`src/rtl/synth_cfg_pkg.sv`:
```
package synth_cfg_pkg;
  // Strobes from the control FSM to the datapath
  typedef struct packed {
    logic load;   // copy register frame into shifter
    logic shift;  // advance shifter by one bit
  } ctrlStrobes_t;
endpackage

```
`src/rtl/synth_cfg_dp.sv`:
```
module synth_cfg_dp
  import synth_cfg_pkg::*;
#(
  parameter int REG_W  = 16,
  parameter int WORD_W = 14
) (
  input  logic             clk,
  input  logic             rstN,
  input  logic             hostWr,
  input  logic [REG_W-1:0] hostData,
  input  ctrlStrobes_t     strobes,
  output logic             serData
);
  logic [WORD_W-1:0] cfgReg;
  logic [WORD_W-1:0] shReg;
  logic              unusedDontCare;

  // Bits above the frame are don't-care and never stored for sending
  assign unusedDontCare = ^hostData[REG_W-1:WORD_W];

  always_ff @(posedge clk or negedge rstN) begin
    if (!rstN) begin
      cfgReg <= '0;
    end else if (hostWr) begin
      cfgReg <= hostData[WORD_W-1:0];
    end
  end

  // Zero fill keeps the data line low once the frame is out
  always_ff @(posedge clk or negedge rstN) begin
    if (!rstN) begin
      shReg <= '0;
    end else if (strobes.load) begin
      shReg <= cfgReg;
    end else if (strobes.shift) begin
      shReg <= {shReg[WORD_W-2:0], 1'b0};
    end
  end

  assign serData = shReg[WORD_W-1];
endmodule

```
`src/rtl/synth_cfg_ctrl.sv`:
```
module synth_cfg_ctrl
  import synth_cfg_pkg::*;
#(
  parameter int WORD_W  = 14,
  parameter int CLK_DIV = 8
) (
  input  logic         clk,
  input  logic         rstN,
  input  logic         startReq,
  output ctrlStrobes_t strobes,
  output logic         serClk,
  output logic         serStrobe,
  output logic         busy
);
  localparam int DIV_W = (CLK_DIV > 2) ? $clog2(CLK_DIV) : 1;
  localparam int BIT_W = $clog2(WORD_W);
  localparam logic [DIV_W-1:0] DIV_LAST = DIV_W'(CLK_DIV - 1);
  localparam logic [DIV_W-1:0] DIV_HALF = DIV_W'(CLK_DIV / 2);
  localparam logic [BIT_W-1:0] BIT_LAST = BIT_W'(WORD_W - 1);

  typedef enum logic [1:0] {ST_IDLE, ST_SHIFT, ST_LATCH} state_t;

  state_t           stateQ;
  logic [DIV_W-1:0] divCnt;
  logic [BIT_W-1:0] bitCnt;
  logic             pendQ;
  logic             periodEnd;

  assign periodEnd     = (divCnt == DIV_LAST);
  assign strobes.load  = (stateQ == ST_IDLE) && pendQ;
  assign strobes.shift = (stateQ == ST_SHIFT) && periodEnd;

  // A new request overrides clearing, so a write during load is kept
  always_ff @(posedge clk or negedge rstN) begin
    if (!rstN) begin
      pendQ <= 1'b0;
    end else begin
      pendQ <= startReq | (pendQ & ~strobes.load);
    end
  end

  always_ff @(posedge clk or negedge rstN) begin
    if (!rstN) begin
      stateQ <= ST_IDLE;
      divCnt <= '0;
      bitCnt <= '0;
    end else begin
      case (stateQ)
        ST_IDLE: begin
          divCnt <= '0;
          bitCnt <= '0;
          if (pendQ) stateQ <= ST_SHIFT;
        end
        ST_SHIFT: begin
          if (periodEnd) begin
            divCnt <= '0;
            if (bitCnt == BIT_LAST) begin
              bitCnt <= '0;
              stateQ <= ST_LATCH;
            end else begin
              bitCnt <= bitCnt + 1'b1;
            end
          end else begin
            divCnt <= divCnt + 1'b1;
          end
        end
        ST_LATCH: begin
          if (periodEnd) begin
            divCnt <= '0;
            stateQ <= ST_IDLE;
          end else begin
            divCnt <= divCnt + 1'b1;
          end
        end
        default: stateQ <= ST_IDLE;
      endcase
    end
  end

  assign serClk    = (stateQ == ST_SHIFT) && (divCnt >= DIV_HALF);
  assign serStrobe = (stateQ == ST_LATCH);
  assign busy      = (stateQ != ST_IDLE) || pendQ;
endmodule

```
`src/rtl/synth_cfg_loader.sv`:
```
module synth_cfg_loader
  import synth_cfg_pkg::*;
#(
  parameter int REG_W   = 16,
  parameter int WORD_W  = 14,
  parameter int CLK_DIV = 8
) (
  input  logic             clk,
  input  logic             rstN,
  input  logic             hostWr,
  input  logic [REG_W-1:0] hostData,
  output logic             serClk,
  output logic             serData,
  output logic             serStrobe,
  output logic             busy
);
  ctrlStrobes_t strobes;

  synth_cfg_ctrl #(.WORD_W(WORD_W), .CLK_DIV(CLK_DIV)) ctrl_i (
    .clk(clk), .rstN(rstN), .startReq(hostWr), .strobes(strobes),
    .serClk(serClk), .serStrobe(serStrobe), .busy(busy)
  );

  synth_cfg_dp #(.REG_W(REG_W), .WORD_W(WORD_W)) dp_i (
    .clk(clk), .rstN(rstN), .hostWr(hostWr), .hostData(hostData),
    .strobes(strobes), .serData(serData)
  );
endmodule

```
`config.mk`:
```
export PLATFORM = sky130hd
export DESIGN_NAME = synth_cfg_loader
export DESIGN_NICKNAME = d
export VERILOG_FILES = /design/src/rtl/synth_cfg_pkg.sv /design/src/rtl/synth_cfg_dp.sv /design/src/rtl/synth_cfg_ctrl.sv /design/src/rtl/synth_cfg_loader.sv
export SDC_FILE = /design/constraint.sdc
export NUM_CORES = 1
export LEC_CHECK = 0
export ABC_CLOCK_PERIOD_IN_PS = 1850
export BUFFER_PORTS_ARGS = -buffer_cell sky130_fd_sc_hd__buf_2
export CELL_PAD_IN_SITES_DETAIL_PLACEMENT = 0
export CELL_PAD_IN_SITES_GLOBAL_PLACEMENT = 1
export CORE_MARGIN = 2
export CORE_UTILIZATION = 41
export CTS_CLUSTER_DIAMETER = 30
export DETAILED_ROUTE_END_ITERATION = 10
export PLACE_DENSITY = 0.72
export SLEW_MARGIN = 20
export SYNTH_ARGS = -nofsm -noshare
export SYNTH_HDL_FRONTEND = slang
export SYNTH_SLANG_ARGS = --single-unit
export TNS_END_PERCENT = 30
```
`constraint.sdc`:
```
create_clock -name clk -period 1.85 [get_ports clk]
set_clock_uncertainty 0.2 [all_clocks]
set_input_delay 0.0925 -clock clk [delete_from_list [all_inputs] [get_ports clk]]
set_output_delay 0.0925 -clock clk [all_outputs]
set_load 0.01 [all_outputs]
```
# [Yosys cells after proc, flatten, opt, wreduce, memory -nomap -nowiden]
# Cells that the tools add are included.
# Widths: inputs -> output; s select.
[totals] wordCells=44 out_inout_bits=4 input_bits=19 register_bits=38
[op_classes] order_cmp=1 eq_ne=8 n_bitwise=3 n_mux=12 reduce_logical=12 add_sub_neg=2
[ops] cell="$mux 14" n=2
[ops] cell="$mux 2" n=4
[ops] cell="$mux 4" n=2
[ops] cell="$ne 2x1->1 const B" n=4
[ops] cell="$pmux 4 s2" n=1
[ops] cell="$reduce_bool 2->1" n=4
[ops] cell="$pmux 2 s3" n=1
[ops] cell="$pmux 3 s2" n=1
[ops] cell="$add 4x1->4 const B" n=1
[ops] cell="$eq 4x4->1 const B" n=1
[ops] cell="$reduce_and 4->1" n=1
[ops] cell="$add 3x1->3 const B" n=1
[ops] cell="$eq 3x3->1 const B" n=1
[ops] cell="$ge 3x3->1 const B" n=1
[ops] cell="$logic_and 1x1->1" n=3
[ops] cell="$mux 3" n=1
[ops] cell="$eq 2x1->1 const B" n=1
[ops] cell="$eq 2x2->1 const B" n=1
[ops] cell="$logic_not 2->1" n=1
[ops] cell="$reduce_and 2->1" n=1
[ops] cell="$reduce_or 2->1" n=1
[ops] cell="$and 1x1->1" n=1
[ops] cell="$logic_or 1x1->1" n=1
[ops] cell="$not 1->1" n=1
[ops] cell="$or 1x1->1" n=1

# [Longest topological paths before layout]
# Gate-level depths: netlist of the first run.
[depth] depth_word=5 depth_mapped=7 ltp_nobuf=5

# [Hierarchy]
# From an unflattened synthesis of the first run, not the netlist that was laid out.
[unflattened] hier_cells=147 area_unflattened_um2=1778.0
[by_module_without_submodules] mod="synth_cfg_dp" cells_per_inst=90 area_each_um2=1169.9 seq_area_each_um2=700.7 instances=1
[by_module_without_submodules] mod="synth_cfg_ctrl" cells_per_inst=57 area_each_um2=608.1 seq_area_each_um2=250.2 instances=1

# [Least setup slack after synthesis of the first run]
# OpenSTA, ideal clock, no wires.
[synth_timing] path_type="reg2reg" startpoint="reg ctrl_i.stateQ[1]" endpoint="reg ctrl_i.stateQ[0]" arrival_time_ns=1.492 t_required_ns=1.522 setup_ns=0.128 n_path_buf=1 synth_period_minus_slack_ns=1.820 stages_incl_launch_ff=7 setup_slack_ns=0.030 cell_sequence="dfrtp_1 > inv_1 > ha_1 > buf_6 > o21ba_1 > a211oi_2 > mux2_1"
[synth_via] elab_chain_cells=3 elab_cells_between_ends=9 cone_classes="6 x eq/ne; 1 x mux; 2 x reduce/logical"
[synth_rtl] element="from (decl)" line_no="synth_cfg_ctrl.sv:23" source="state_t stateQ;"
[synth_rtl] element="from (signal assigned)" line_no="synth_cfg_ctrl.sv:44" source="stateQ <= ST_IDLE;"
[synth_rtl] element="from (signal assigned)" line_no="synth_cfg_ctrl.sv:52" source="if (pendQ) stateQ <= ST_SHIFT;"
[synth_rtl] element="from (signal assigned)" line_no="synth_cfg_ctrl.sv:59" source="stateQ <= ST_LATCH;"
[synth_rtl] element="$eq 2x1->1 (tied with other cells)" line_no="synth_cfg_ctrl.sv:48" source="case (stateQ)"
[synth_rtl] element="$ne 2x1->1 (no line)"
[synth_rtl] element="$reduce_and 4->1 (no line)"
# Several ways; a longest one is shown, not always the timed one.
# A chain may end at the register's enable or synchronous reset.

# [Worst setup path after layout of the first run]
# Ends and elaborated chain as after synthesis.

==> results of run 1 <==
## through the flow
stage,cells,hold WS (ns),worst slack [ns],instance area (µm²)
after detailed placement,217,-0.122,-0.0634,1950
after global routing,245,0.0775,-0.00206,2250
final,245,0.0465,0.0480,2250
after CTS,241,0.0542,0.00174,2200
after floorplan,148,-0.403,0.0303,1760
after global placement,217,-0.132,0.0524,1950
## registers in the layout, summed over array words and instances (netlist names)
name	count
dp_i.cfgReg	14
dp_i.shReg	14
ctrl_i.bitCnt	4
ctrl_i.divCnt	3
ctrl_i.stateQ	2
ctrl_i.pendQ	1
## cells in the mapped netlist
| master | number | area [µm²] |
|---|---|---|
| a211oi_2 | 1 | 12.5 |
| a21o_1 | 2 | 15.0 |
| a21oi_1 | 1 | 5.00 |
| a31oi_1 | 1 | 6.26 |
| and2_1 | 2 | 12.5 |
| buf_2 | 3 | 15.0 |
| buf_6 | 2 | 22.5 |
| clkbuf_1 | 2 | 7.51 |
| dfrtp_1 | 38 | 951 |
| ha_1 | 9 | 113 |
| inv_1 | 5 | 18.8 |
| mux2_1 | 1 | 11.3 |
| mux2_2 | 14 | 158 |
| mux2i_1 | 14 | 140 |
| nand2_1 | 23 | 86.3 |
| nand2_2 | 1 | 6.26 |
| nand3_1 | 3 | 15.0 |
| nor2b_1 | 1 | 6.26 |
| nor4b_1 | 1 | 8.76 |
| o2111a_1 | 1 | 11.3 |
| o21ai_0 | 17 | 85.1 |
| o21ai_1 | 2 | 10.0 |
| o21ba_1 | 1 | 10.0 |
| o221ai_1 | 1 | 8.76 |
| o31ai_2 | 1 | 12.5 |
| o32a_1 | 1 | 10.0 |
## kinds of logic after synthesis
group / count (synthesis) / synth area share, %
multiplexers: 29 / 17.6
adder cells (fa/ha/maj): 9 / 6.41
AO/OA/AOI/OAI: 29 / 10.6
buffers and inverters: 12 / 3.63
AND/OR/NAND/NOR: 31 / 7.69
flip-flops: 38 / 54.1
## critical path, cell delays in order (launching register included)
cell and delay (ns):
dfrtp_1 0.41, inv_2 0.07, ha_1 0.20, o21ba_1 0.22, a211oi_2 0.24, mux2_1 0.34
## cell type report
class | instances | area, µm² | share of cell area (%)
flip-flops and latches | 38 | 951 | 42.3
inverters | 5 | 18.8 | 0.836
repair buffers | 46 | 358 | 15.9
clock inverters | 2 | 12.5 | 0.557
clock buffers | 6 | 82.6 | 3.68
multi-input cells | 98 | 761 | 33.9
well taps | 50 | 62.6 | 2.79
## power groups by stage
stage / clock network, mW / registers, mW / logic, mW
2_1_floorplan: 0 / 1.19 / 0.657
5_1_grt: 0.640 / 1.25 / 1.12
3_5_place_dp: 0 / 1.24 / 0.867
3_3_place_gp: 0 / 1.22 / 0.814
6_report: 0.587 / 1.22 / 0.999
4_1_cts: 0.603 / 1.22 / 0.919
## layer usage
layer / vias up / share of wire [%]
met5: - / 0
met4: 0 / 2.8
met3: 10 / 3.6
met2: 22 / 47
met1: 591 / 47
li1: 609 / -
## what timing repair did
item,4_1_cts,5_1_grt
gates resized for setup,0,6
setup endpoints to repair,1,9
hold buffers,15,0
pin swaps,1,2
buffers inserted,1,4
endpoints found under the hold margin,52,0
## worst max path at each step
stage,depth (start not counted),from,endpoint,slack (ns)
2_1_floorplan,6,ctrl_i.stateQ[1],ctrl_i.stateQ[0],0.03
3_3_place_gp,5,ctrl_i.divCnt[0],ctrl_i.stateQ[0],0.05
3_5_place_dp,5,ctrl_i.divCnt[0],ctrl_i.stateQ[0],-0.06
4_1_cts,5,ctrl_i.stateQ[1],busy,0.002
5_1_grt,6,ctrl_i.stateQ[1],ctrl_i.bitCnt[3],-0.002
6_report,5,ctrl_i.stateQ[1],ctrl_i.stateQ[0],0.05
==> results.yml, run 1 <==
layout:
  layout_commonest_cell: "dfrtp_1"
  synthToLayoutAreaGrowth_pct: 27.8
  fillers: 346
  n_antenna_cell: 0
  fin_util_pct: 55.4
  final_cell_mix: "dfrtp_1, nand2_1, buf_2"
  drive_gt1_share_pct: 31.3
  fin_nets: 222
placed_design:
  numPortBuffers: 20
  gp_congestion: 0.721
  dp_hpwl_mm: 2.22
cts:
  clkLatencyLatePin_ns: 0.29
  clkSinkCount: 38
  clockRootBuffer: "clkbuf_8"
  cts_buffers: 5
  cts_tree: "built"
  clockBufferDepth: 2
  cts.clk_slew.worst_paths_ns: 0.07
  cts-htree-levels: 2
hold_path:
  holdPathStages: 2
  hold_path_class: "input port to register"
  holdPathEnd: "ctrl_i.pendQ"
  min_from: "hostWr"
sta:
  fmax_mhz: 555
  slew_headroom_pct: 68.3
  period_needed_ns: 1.80
  setup_viol: 0
  worst_pin_slew_ns: 0.476
  fin_crit_sh_pct: 97.4
  drv_slew: 0
  hold_viol: 0
  tns_ns: 0
setup_path:
  r2r-start: "ctrl_i.stateQ[1]"
  r2r_end: "ctrl_i.stateQ[0]"
  end_kind: "register"
  critPathKind: "register to register"
  arrival_ns: 1.78
  r2r_setup_slack_ns: 0.05
  reg2reg_depth: 5
  worstPathRequired_ns: 1.83
  cp_max_fo: 4
  crit_path_start_kind: "register"
yosys:
  syn-instance-count: 148
  netlist_area_um2: 1760
  yosysSeqAreaShare_pct: 54.1
  syn_avg_cell_area_um2: 11.9
  synth.distinct_cells: 26
  ys_ff_latch: 38
  synth_nets: 176
  yosys_warnings: 0
detailed_routing:
  viasPerCell: 5.03
  postRouteAntennaNets: 0
  drc: 0
  vias: 1232
  wl_per_cell_um: 13.3
  routed_wirelength_mm: 3.26
  drtIter0Drc: 62
  first_pass_iters: 4
floorplanning:
  dieHeight_um: 69.5
  dieWidth_um: 69.5
  core_um2: 4060
  rows: 23
  die_area_um2: 4830
  io_pins: 23
  start_util_pct: 43.3
global_route:
  grt_max_degree: 29
  grt_busiest_layer: "met2"
  grt_antenna_before_repair: 0
  gr-usage-met1_pct: 17.3
  first_global_vias: 1233
  met3_usage_pct: 3.49
  grt_overflow: 0
  met2_usage_pct: 24.0
  track_usage_pct: 14.5
  grt_pass1_wl_mm: 5.45
power:
  p_seq_share_pct: 43.6
  p_total_mw: 2.81
  p_clk_share_pct: 20.9
  p_comb_share_pct: 35.6
  swShare_pct: 33.4
  vdd_drop_max_uv: 673
  p_int_mw: 1.87
  power.switching_mw: 0.939
  power_density_nw_per_um2: 1250
  p_leak_nw: 1.10
outcome:
  status: "finished, final reports clean"
job:
  maxCapViolations: 0
Power figures use the tool's default switching activity.
==> inputs of run 2 (changes only) <==
--- a/config.mk
+++ b/config.mk
@@ -10,12 +10,14 @@
 export CELL_PAD_IN_SITES_DETAIL_PLACEMENT = 0
 export CELL_PAD_IN_SITES_GLOBAL_PLACEMENT = 1
 export CORE_MARGIN = 2
-export CORE_UTILIZATION = 41
+export CORE_UTILIZATION = 33
 export CTS_CLUSTER_DIAMETER = 30
+export CTS_CLUSTER_SIZE = 8
 export DETAILED_ROUTE_END_ITERATION = 10
-export PLACE_DENSITY = 0.72
+export PLACE_DENSITY = 0.59
 export SLEW_MARGIN = 20
 export SYNTH_ARGS = -nofsm -noshare
 export SYNTH_HDL_FRONTEND = slang
+export SYNTH_HIERARCHICAL = 1
 export SYNTH_SLANG_ARGS = --single-unit
 export TNS_END_PERCENT = 30
==> results.yml, run 2 <==
yosys:
  netlist_area_um2: 1780
  yosysSeqAreaShare_pct: 53.5
  synth_edf_count: 0
  ys_ff_latch: 38
  yosysMostFrequentCell: "dfrtp_1"
  synthFlopType: "dfrtp_1"
  yosys_warnings: 6
  yosysTopAreaCell: "dfrtp_1"
  synthTopCellsByCount: "dfrtp_1, nand2_1, mux2_2, mux2i_1, ha_1"
  syn_avg_cell_area_um2: 12.1
  syn-instance-count: 147
  synth_top_area_share_pct: 53.5
  synth_nets: 176
  ys_top_cells_by_area: "dfrtp_1, mux2_2, mux2i_1"
  synth.distinct_cells: 25
  synth-async-reset-ratio_pct: 100
layout:
  multi_input_area_um2: 850
  final_cells: 266
  fillers: 516
  fin_util_pct: 46.1
  drive_gt1_share_pct: 36.7
  final_cell_mix: "dfrtp_1, nand2_1, buf_2"
  regArea_um2: 953
  n_antenna_cell: 0
  layout_commonest_cell: "dfrtp_1"
  fin_nets: 225
  synthToLayoutAreaGrowth_pct: 33.4
  top_regs: "dp_i/cfgReg: 14 flops, dp_i/shReg: 14 flops, ctrl_i/bitCnt: 4 flops"
setup_path:
  reg2reg_depth: 5
  arrival_ns: 1.78
  cp_max_fo: 5
  critPathKind: "register to register"
  critPathLaunch: "ctrl_i/divCnt[0]"
  r2r-start: "ctrl_i/divCnt[0]"
  end_kind: "register"
  worstPathRequired_ns: 1.82
  r2r_end: "ctrl_i/stateQ[1]"
  crit_path_start_kind: "register"
  r2r_setup_slack_ns: 0.04
sta:
  drv_slew: 0
  fmax_mhz: 551
  tns_ns: 0
  fin_crit_sh_pct: 98.1
  hold_viol: 0
  worst_pin_slew_ns: 0.463
  period_needed_ns: 1.81
  slew_headroom_pct: 69.1
  setup_viol: 0
global_route:
  grt_antenna_before_repair: 0
  grt_max_degree: 21
  grt_overflow: 0
  grt_pass1_wl_mm: 5.62
  first_global_vias: 1210
  track_usage_pct: 12.2
power:
  p_clk_share_pct: 34.7
  p_leak_nw: 1.03
  swShare_pct: 22.3
  p_seq_share_pct: 58.0
  power.switching_mw: 0.341
  p_comb_share_pct: 7.3
  vdd_drop_max_uv: 321
  power_density_nw_per_um2: 647
  p_int_mw: 1.19
placed_design:
  gp_congestion: 0.746
  dp_hpwl_mm: 2.29
  dp_cells: 239
  numPortBuffers: 20
cts:
  clockBufferDepth: 2
  cts_tree: "built"
  clkSinkCount: 38
  clockRootBuffer: "clkbuf_8"
  cts.clk_slew.worst_paths_ns: 0.07
  cts-htree-levels: 2
  cts_buffers: 5
  clkLatencyLatePin_ns: 0.29
hold_path:
  holdPathEnd: "ctrl_i/pendQ"
  hold_path_class: "input port to register"
  holdPathStages: 2
  min_from: "hostWr"
detailed_routing:
  vias: 1212
  drc: 0
  wl_per_cell_um: 12.6
  routed_wirelength_mm: 3.35
  postRouteAntennaNets: 0
  drtIter0Drc: 43
  first_pass_iters: 4
  viasPerCell: 4.56
floorplanning:
  die_area_um2: 5990
  start_util_pct: 34.6
  dieHeight_um: 77.4
  core_um2: 5140
  io_pins: 23
  rows: 26
  dieWidth_um: 77.4
job:
  maxCapViolations: 0
outcome:
  status: "finished, final reports clean"
-- run 2: worst max-delay path by stage --
stage                                  end  slack [ns]  cells after the start
after global routing        dp_i/shReg[10]       -0.03                      8
after CTS                 ctrl_i/stateQ[1]       0.002                      5
after detailed placement  ctrl_i/bitCnt[3]       -0.08                      5
after floorplan           ctrl_i/stateQ[0]        0.06                      5
final                     ctrl_i/stateQ[1]        0.04                      5
after global placement    ctrl_i/stateQ[1]        0.03                      5
-- run 2: area by class of cell --
type	count	share of cell area (%)
Inverter	6	1.06
Clock inverter	2	0.422
Timing Repair Buffer	48	15.9
Clock buffer	5	2.90
Sequential cell	38	40.2
Multi-Input combinational cell	97	35.8
Tap cell	70	3.69
-- run 2: power by group through the flow --
stage | clock network [mW] | registers, mW | logic [mW]
floorplan | 0 | 0.901 | 0.0456
detailed placement | 0 | 0.907 | 0.0909
CTS | 0.555 | 0.891 | 0.115
global placement | 0 | 0.905 | 0.0871
global route | 0.598 | 0.895 | 0.125
finish | 0.532 | 0.890 | 0.112
-- run 2: kinds of logic after synthesis --
logic type               share of synthesized area (%)
multiplexers                                      18.6
flip-flops                                        53.5
AND/OR/NAND/NOR                                   8.44
adder cells (fa/ha/maj)                           7.04
buffers and inverters                             4.22
AO/OA/AOI/OAI                                     8.23
-- run 2: timing repair --
| item | 4_1_cts | 5_1_grt |
|---|---|---|
| gates cloned | 0 | 0 |
| hold buffers | 15 | 0 |
| gates resized for setup | 6 | 17 |
| endpoints found under the hold margin | 52 | 0 |
| pin swaps | 0 | 1 |
| endpoints found under the setup margin | 5 | 6 |
| buffers inserted | 2 | 3 |
-- run 2: stage by stage --
step | instance area [µm²] | power (mW) | worst slack, ns | hold WS (ns)
floorplan | 1780 | 0.946 | 0.0568 | -0.403
global placement | 2000 | 0.992 | 0.0285 | -0.128
detailed placement | 2000 | 0.998 | -0.0840 | -0.123
CTS | 2280 | 1.56 | 0.00227 | 0.0757
global route | 2370 | 1.62 | -0.0252 | 0.0879
finish | 2370 | 1.53 | 0.0359 | 0.0758
-- run 2: worst max-delay path, stage by stage, from the launching register on --
cell and delay (ns):
dfrtp_1 0.37, ha_2 0.21, ha_4 0.17, o21ba_2 0.18
a221oi_4 0.24, mux2_4 0.33
-- run 2: routing by layer --
metal  vias up  track usage [%]  share of wire, %
li1        603                -                 -
met1       585             14.4                44
met2        20             20.3                51
met3         4             4.30               3.9
met4         0             4.29              0.86
met5         -                0                 0
==> inputs of run 3 (changes only) <==
--- a/config.mk
+++ b/config.mk
@@ -7,14 +7,16 @@
 export LEC_CHECK = 0
 export ABC_CLOCK_PERIOD_IN_PS = 1850
 export BUFFER_PORTS_ARGS = -buffer_cell sky130_fd_sc_hd__buf_2
+export CAP_MARGIN = 5
 export CELL_PAD_IN_SITES_DETAIL_PLACEMENT = 0
 export CELL_PAD_IN_SITES_GLOBAL_PLACEMENT = 1
 export CORE_MARGIN = 2
-export CORE_UTILIZATION = 33
+export CORE_UTILIZATION = 25
 export CTS_CLUSTER_DIAMETER = 30
 export CTS_CLUSTER_SIZE = 8
 export DETAILED_ROUTE_END_ITERATION = 10
-export PLACE_DENSITY = 0.59
+export PLACE_DENSITY = 0.47
+export SKIP_LAST_GASP = 1
 export SLEW_MARGIN = 20
 export SYNTH_ARGS = -nofsm -noshare
 export SYNTH_HDL_FRONTEND = slang
==> results.yml, run 3 (synthesized netlist as in run 2, its figures left out) <==
outcome:
  status: "finished, final reports clean"
sta:
  slew_headroom_pct: 68.7
  setup_viol: 0
  worst_pin_slew_ns: 0.469
  drv_slew: 0
  grt_setup_unrepaired: "true"
  fmax_mhz: 553
  hold_viol: 0
  layout_setup_ws_ns: 0.0424
  fin_crit_sh_pct: 97.7
  period_needed_ns: 1.81
power:
  vdd_drop_max_uv: 426
  power_density_nw_per_um2: 713
  p_leak_nw: 1.02
detailed_routing:
  first_pass_iters: 4
  vias: 1214
  drtIter0Drc: 28
  wl_per_cell_um: 11.4
  drc: 0
  routed_wirelength_mm: 3.31
  viasPerCell: 4.19
  postRouteAntennaNets: 0
setup_path:
  end_kind: "register"
  arrival_ns: 1.78
  worstPathRequired_ns: 1.82
  crit_path_start_kind: "register"
  crit_buf_inv: 1
  critPathTopFamily: "compound AO/OA/AOI/OAI gates"
  max_stage_delay_ns: 0.40
  cp_max_fo: 4
  path_cells: "inv_2 -> ha_1 -> o21ba_2 -> a221oi_4 -> mux2_4"
  crit_slowest_cell: "dfrtp_1"
  critPathKind: "register to register"
floorplanning:
  dieWidth_um: 88.3
  core_um2: 6830
  die_area_um2: 7800
  rows: 30
  io_pins: 23
  dieHeight_um: 88.3
  start_util_pct: 26.0
layout:
  drive_gt1_share_pct: 33.0
  n_antenna_cell: 0
  layout_commonest_cell: "dfrtp_1"
  top_regs: "dp_i/cfgReg: 14 flops, dp_i/shReg: 14 flops, ctrl_i/bitCnt: 4 flops"
  synthToLayoutAreaGrowth_pct: 33.4
  finalInstanceArea_um2: 2370
  final_cell_mix: "dfrtp_1, nand2_1, buf_2"
  fin_nets: 222
global_route:
  track_usage_pct: 9.66
  grt_max_degree: 22
  grt_pass1_wl_mm: 5.82
  first_global_vias: 1269
  grt_busiest_layer: "met2"
  grt_antenna_before_repair: 0
  met2_usage_pct: 15.4
  met3_usage_pct: 3.17
  grt_overflow: 0
  gr-usage-met1_pct: 12.0
cts:
  cts_tree: "built"
  clkSinkCount: 38
  clockBufferDepth: 2
  cts-htree-levels: 2
  clockRootBuffer: "clkbuf_8"
  clkLatencyLatePin_ns: 0.29
  cts.clk_slew.worst_paths_ns: 0.07
  cts_buffers: 5
hold_path:
  hold_path_class: "input port to register"
placed_design:
  numPortBuffers: 20
  place_ws_ns: -0.0455
  placedInstanceArea_um2: 2030
  dp_hpwl_mm: 2.33
  gp_congestion: 0.713
job:
  maxCapViolations: 0
[run 3: cell count changes in the layout (fill, tap and decap cells not counted), sizes merged]
cell,delta
buf,-3
bufinv,+1
[run 3: metal layers]
metal	vias up	part of all wire, %
met5	-	0
met4	0	1.4
met3	5	3.8
met2	15	48
met1	590	47
li1	604	-
[run 3: worst paths after layout]
| check | from | endpoint | slack (ns) | depth (start not counted) |
|---|---|---|---|---|
| hold reg to reg | dp_i/cfgReg[6] | dp_i/shReg[6] | 0.29 | 2 |
| min in group asynchronous | rstN | ctrl_i/divCnt[0] | 0.09 | 2 |
| setup / recovery | ctrl_i/stateQ[1] | ctrl_i/stateQ[0] | 0.04 | 5 |
| max in group asynchronous | rstN | dp_i/cfgReg[10] | 0.89 | 3 |
| setup reg to reg | ctrl_i/stateQ[1] | ctrl_i/stateQ[0] | 0.04 | 5 |
| hold / removal | hostWr | ctrl_i/pendQ | 0.08 | 2 |
[run 3: cell type report]
class / count / area (µm²)
clock buffers: 5 / 68.8
clock inverters: 3 / 40.0
fillers: 712 / 4460
inverters: 6 / 22.5
multi-input cells: 97 / 818
flip-flops and latches: 38 / 951
well taps: 96 / 120
repair buffers: 45 / 350
[run 3: repair_timing]
item	CTS	global route
hold endpoints to repair	52	0
setup buffers	1	2
resized for setup	3	9
endpoints found under the setup margin	5	12
gates cloned	0	0
hold buffers	15	0
[run 3: through the flow]
step	TNS, ns	std cells	util (%)	hold WS (ns)	total power, mW
3_5_place_dp	-0.108	264	29.7	-0.117	1.00
5_1_grt	-0.0533	290	34.7	0.0988	1.78
2_1_floorplan	0	147	-	-0.403	0.946
3_3_place_gp	0	264	29.7	-0.125	0.994
4_1_cts	-0.00733	288	33.7	0.0724	1.73
6_report	0	290	34.7	0.0794	1.69
[run 3: report_power, final]
group          leakage [nW]  internal [mW]  switching (mW)
Combinational         0.492         0.0694          0.0432
Clock                0.0579          0.397           0.291
Sequential            0.470          0.870          0.0204
Total                  1.02           1.34           0.355
